===== src/rtl/prf_pkg.sv =====
package prf_pkg;
    localparam int DATA_W  = 8;
    localparam int GROUP   = 8;
    localparam int LVL_W   = 5;
    localparam int LVL_RST = 8;

    typedef struct packed {
        logic              eop;
        logic              bad;
        logic [DATA_W-1:0] data;
    } entry_t;

    function automatic int unsigned level_bytes(input logic [LVL_W-1:0] lvl);
        return int'(lvl) * GROUP;
    endfunction
endpackage


===== src/rtl/prf_store.sv =====
module prf_store
    import prf_pkg::*;
#(
    parameter int DEPTH = 256,
    localparam int AW = $clog2(DEPTH),
    localparam int CW = AW + 1
) (
    input  logic          clk,
    input  logic          rst,
    input  logic          flush,
    input  logic          push,
    input  entry_t        wentry,
    input  logic          pop,
    output entry_t        rentry,
    output logic [CW-1:0] count,
    output logic          full,
    output logic          empty
);
    entry_t        mem [DEPTH];
    logic [AW-1:0] wptr, rptr;

    assign full   = (count == CW'(DEPTH));
    assign empty  = (count == '0);
    assign rentry = mem[rptr];

    always_ff @(posedge clk) begin
        if (push) mem[wptr] <= wentry;
    end

    always_ff @(posedge clk) begin
        if (rst || flush) begin
            wptr  <= '0;
            rptr  <= '0;
            count <= '0;
        end else begin
            if (push) wptr <= wptr + 1'b1;
            if (pop)  rptr <= rptr + 1'b1;
            count <= count + CW'(push) - CW'(pop);
        end
    end
endmodule


===== src/rtl/prf_gate.sv =====
module prf_gate (
    input  logic clk,
    input  logic rst,
    input  logic flush,
    input  logic wr_valid,
    input  logic wr_sop,
    input  logic ram_ready,
    output logic accept,
    output logic hunt
);
    assign accept = !flush && wr_valid && ram_ready && (!hunt || wr_sop);

    always_ff @(posedge clk) begin
        if (rst || flush) hunt <= 1'b1;
        else if (accept)  hunt <= 1'b0;
    end
endmodule


===== src/rtl/prf_status.sv =====
module prf_status
    import prf_pkg::*;
#(
    parameter int CW = 9
) (
    input  logic             clk,
    input  logic             rst,
    input  logic             flush,
    input  logic [CW-1:0]    count,
    input  logic [LVL_W-1:0] level,
    input  logic             ovf_evt,
    input  logic             clr_avail,
    input  logic             clr_ovf,
    input  logic             ie_avail,
    input  logic             ie_ovf,
    output logic             avail,
    output logic             avail_lat,
    output logic             ovf,
    output logic             irq
);
    logic avail_q;

    assign avail = !flush && (int'(count) >= int'(level_bytes(level)));
    assign irq   = (avail_lat && ie_avail) || (ovf && ie_ovf);

    always_ff @(posedge clk) begin
        if (rst) begin
            avail_q   <= 1'b0;
            avail_lat <= 1'b0;
            ovf       <= 1'b0;
        end else begin
            avail_q   <= avail;
            avail_lat <= (avail && !avail_q) || (avail_lat && !clr_avail);
            ovf       <= ovf_evt || (ovf && !clr_ovf);
        end
    end
endmodule


===== src/rtl/pkt_rx_fifo.sv =====
module pkt_rx_fifo
    import prf_pkg::*;
#(
    parameter int DEPTH = 256,
    localparam int CW = $clog2(DEPTH) + 1
) (
    input  logic              clk,
    input  logic              rst,
    input  logic              cfg_we,
    input  logic [LVL_W-1:0]  cfg_level,
    input  logic              cfg_flush,
    input  logic              ram_ready,
    input  logic              wr_valid,
    input  logic              wr_sop,
    input  logic              wr_eop,
    input  logic              wr_bad,
    input  logic [DATA_W-1:0] wr_data,
    input  logic              rd_en,
    output logic [DATA_W-1:0] rd_data,
    output logic              rd_eop,
    output logic              rd_bad,
    output logic              rd_empty,
    input  logic              clr_avail,
    input  logic              clr_ovf,
    input  logic              ie_avail,
    input  logic              ie_ovf,
    output logic              avail,
    output logic              avail_lat,
    output logic              ovf,
    output logic              irq
);
    logic             flush_q;
    logic [LVL_W-1:0] level_q;
    logic             accept, hunt, full, push, pop;
    logic [CW-1:0]    count;
    entry_t           wentry, rentry;

    always_ff @(posedge clk) begin
        if (rst) begin
            flush_q <= 1'b0;
            level_q <= LVL_W'(LVL_RST);
        end else if (cfg_we) begin
            flush_q <= cfg_flush;
            level_q <= cfg_level;
        end
    end

    assign wentry = '{eop: wr_eop, bad: wr_bad, data: wr_data};
    assign push   = accept && !full;
    assign pop    = rd_en && !rd_empty && !flush_q;

    prf_gate u_gate (
        .clk(clk), .rst(rst), .flush(flush_q), .wr_valid(wr_valid),
        .wr_sop(wr_sop), .ram_ready(ram_ready), .accept(accept), .hunt(hunt)
    );

    prf_store #(.DEPTH(DEPTH)) u_store (
        .clk(clk), .rst(rst), .flush(flush_q), .push(push), .wentry(wentry),
        .pop(pop), .rentry(rentry), .count(count), .full(full), .empty(rd_empty)
    );

    prf_status #(.CW(CW)) u_status (
        .clk(clk), .rst(rst), .flush(flush_q), .count(count), .level(level_q),
        .ovf_evt(accept && full), .clr_avail(clr_avail), .clr_ovf(clr_ovf),
        .ie_avail(ie_avail), .ie_ovf(ie_ovf), .avail(avail),
        .avail_lat(avail_lat), .ovf(ovf), .irq(irq)
    );

    assign rd_data = rentry.data;
    assign rd_eop  = rentry.eop;
    assign rd_bad  = rentry.bad;
endmodule


===== config.mk =====
export PLATFORM = sky130hd
export DESIGN_NAME = pkt_rx_fifo
export DESIGN_NICKNAME = d
export VERILOG_FILES = /design/src/rtl/prf_pkg.sv /design/src/rtl/prf_store.sv /design/src/rtl/prf_gate.sv /design/src/rtl/prf_status.sv /design/src/rtl/pkt_rx_fifo.sv
export SDC_FILE = /design/constraint.sdc
export NUM_CORES = 2
export LEC_CHECK = 0
export BUFFER_PORTS_ARGS = -buffer_cell sky130_fd_sc_hd__buf_2
export CAP_MARGIN = 20
export CORE_MARGIN = 2
export CORE_UTILIZATION = 55
export CTS_BUF_LIST = sky130_fd_sc_hd__clkbuf_8
export DETAILED_ROUTE_END_ITERATION = 10
export PLACE_DENSITY_LB_ADDON = 0.05
export SETUP_SLACK_MARGIN = 0.3
export SYNTH_ARGS = -nofsm -noshare
export SYNTH_HDL_FRONTEND = slang
export SYNTH_HIERARCHICAL = 1
export SYNTH_SLANG_ARGS = --single-unit

===== constraint.sdc =====
create_clock -name clk -period 3.45 [get_ports clk]
set_input_delay 0 -clock clk [delete_from_list [all_inputs] [get_ports clk]]
set_output_delay 0 -clock clk [all_outputs]
set_load 0.02 [all_outputs]

==> run metrics <==
run status finished, violations left; failing checks setup timing; vias 51,640; Crit path depth 12; TritonCTS clock tree built; clk_skew roughly 73 ps; Total Routing Usage GR between 20 and 30%; final wirelength about 260,000 um; synthesized area approximately 100,000 sq um; syn nets 4,691; worst-case reg-to-reg path depth 15; peak supply drop around 0.47 mV; site row count ~160; slowest CP cell or4_4; Setup violations, final 10; Clock Path Buffers 4; Synth async-reset ratio 0%; Num CTS Buffers approximately 430; flops & latches, synth roughly 2,600; placed insts about 7,400; most common cell after layout, fill and taps aside edfxtp_1; per-cell routed wire length ~31 um; Post-synth EDFFs between 2,000 and 3,000; CP bufs+invs 6; Crit. End Element output pin; final worst slack -664.8 ps; Tmin final 4115 ps; RSZ-0062 raised after global routing yes; fmax ~240 MHz; WHS around 33 ps; pwr dens around 570 nW/um^2; Slew HR roughly 21%; Slew Viols, Final 0; r2r startpoint u_store/count[6]$_SDFF_PP0_; via/cell ratio slightly above 6; Die Y about 430 um; first-pass GRT wire length 370,700 um; final layout net count approximately 5,700; grt total ovfl 0; clock root cell clkbuf_8; crit share post-route 119.3%; gp weighted congestion about 0.87; Primary FF master, synth edfxtp_1; Final Instance Count excl. Fillers 8,287; startpoint types flip-flop; vias in the first global route 52,130; Top delay family on crit path buffers and inverters; core area 180,900 sq um; endpoints failing hold 0; I/O Buffers slightly above 40; Mapped Cells 4,641; fillers about 12,000; Clock Latency Late Sink roughly 1100 ps; die area roughly 190,000 sq um; Initial Utilization 55.40%; Static Leak between 30 and 40 nW; CP Class flip-flop to output pin; Residual DRC 0; largest net degree at the start of global routing 160; worst r2r dst u_store/count[8]$_SDFF_PP0_; CP Data Arrival Time between 4000 and 5000 ps; Ys Warns 6; R2R Setup Slk just under 400 ps; Worst EP required about 3500 ps; share of layout cells above drive strength 1 34.95%; total of max-cap violations 0; Synth cell types slightly above 60; TritonRoute pass-1 iters 6; Die Span X about 430 um; crit-path most repeated cell buf_4; Post-Route Utilization approximately two thirds; Ports 42; H-Tree Depth 5; CP peak stage delay between 500 and 600 ps; remaining antenna violation count after routing 0; antenna violations before repair 6; most frequent cells in the layout edfxtp_1, mux4_2, buf_4; Hold/Removal Path Class primary input to flip-flop; Slew @ Worst Pin between 1000 and 1500 ps; First DRT Iteration DRCs around 5,600; post-DP HPWL 158,500 um; clock sinks around 2,600; syn avg cell area approximately 22 sq um; CP max FO 8; area grow syn2layout 17.94%; CP cell instances buf_12 > buf_4 > clkbuf_16 > buf_4 > mux4_2 > a22oi_2 > a21oi_1 > or4_4 > o41ai_4 > nor4_4 > buf_4 > buf_4; sequential area share after synthesis a little under 80%; Setup crit end rd_data[5]; setup TNS -6088 ps; Reg clk slew, reported paths around 50 ps
-- cell type report --
class	count	area (sq um)	share of cell area, %
clock buffer	436	6001	5.076
timing repair buffer	809	7920	6.699
sequential	2603	77760	65.77
inverter	23	86.33	0.07302
tap	2370	2965	2.508
antenna	8	20.02	0.01693
clock inverter	295	1373	1.161
multi-input combinational	1743	22100	18.69
-- how the worst min path moves through the flow --
| stage | startpoint | slack, ps | to | cells after the start |
|---|---|---|---|---|
| 2_1_floorplan | rst | 70 | flush_q$_SDFFE_PP0P_ | 1 |
| 3_3_place_gp | cfg_level[3] | 220 | level_q[3]$_SDFFE_PP1P_ | 2 |
| 3_5_place_dp | cfg_level[3] | 220 | level_q[3]$_SDFFE_PP1P_ | 2 |
| 4_1_cts | wr_data[4] | 6 | u_store/mem[184][4]$_DFFE_PP_ | 2 |
| 5_1_grt | wr_sop | 20 | u_store/wptr[2]$_SDFFE_PP0P_ | 9 |
| 6_report | wr_sop | 30 | u_store/wptr[2]$_SDFFE_PP0P_ | 9 |
-- Yosys cell counts, types with 13 or more instances --
master,count,area share (%)
o211ai_1,43,0.32
clkbuf_1,108,0.40
buf_2,80,0.40
buf_6,23,0.26
edfxtp_1,2560,77
a22oi_1,144,1.1
dfxtp_1,43,0.86
nand3_1,23,0.11
buf_4,52,0.39
nand2b_1,13,0.081
o22ai_1,70,0.44
nand2_1,75,0.28
mux2i_1,102,1.0
nor3_1,43,0.21
nor4_1,32,0.20
a22o_1,17,0.15
nor2_1,315,1.2
a21oi_1,68,0.34
a221oi_1,25,0.22
inv_1,23,0.086
ha_1,22,0.27
nor2b_1,15,0.094
mux4_2,619,14
-- routing by layer --
layer / up-vias / track usage, % / routed length, um
li1: 21500 / - / -
met1: 27570 / 39.85 / 104100
met2: 2161 / 45.31 / 128600
met3: 413 / 4.451 / 18010
met4: 2 / 8.979 / 7814
met5: - / 0 / 13
-- per-stage QoR --
stage	cell area [sq um]	power [mW]	worst slack [ps]
floorplan	100200	40.18	487.7
CTS	117200	67.08	-721.1
global placement	107500	42.43	-419.2
global route	118200	69.31	-798.2
finish	118200	67.00	-664.8
detailed placement	107500	42.49	-214.1
-- report_power, final --
part           total, mW  switching, mW  internal [mW]
Sequential          34.9         0.0733           34.8
Combinational       8.28           3.95           4.34
Clock               23.8           11.7           12.1
Total               67.0           15.7           51.3
-- worst min-delay path: cells and delay by family --
family | cells | cell delay (ps)
xor gates and xnor gates | 1 | 60
buffers and inverters | 3 | 450
and+or+nand+nor | 5 | 530
-- timing repair --
| item | CTS | global route |
|---|---|---|
| gates resized for setup | 195 | 124 |
| buffers inserted | 40 | 49 |
| cloned | 11 | 4 |
| endpoints found under the hold margin | 2603 | 0 |
| hold buffers | 56 | 0 |
| pin swaps | 36 | 43 |
| setup endpoints to repair | 13 | 734 |
-- sequential cells by signal, indices dropped and copies added, names as in the netlist, named ones only --
| register | cells |
|---|---|
| u_store/mem | 2560 |
| u_store/count | 9 |
| u_store/rptr | 8 |
| u_store/wptr | 8 |
| level_q | 5 |
| flush_q | 1 |
| u_gate/hunt | 1 |
| u_status/avail_lat | 1 |
| u_status/avail_q | 1 |
| u_status/ovf | 1 |
-- kinds of logic (layout without fill, tap and decap cells) --
family	count (synthesis)	after routing	synth area share, %
compound gates	407	407	2.882
flops	2603	2603	77.55
other cells	0	8	0
xor+xnor	17	17	0.1485
mux	730	730	15.03
fa+ha+maj	23	23	0.2946
buf+inv	295	1563	1.571
simple gates	566	566	2.530
Note: power is estimated with default switching activity, not from simulation.
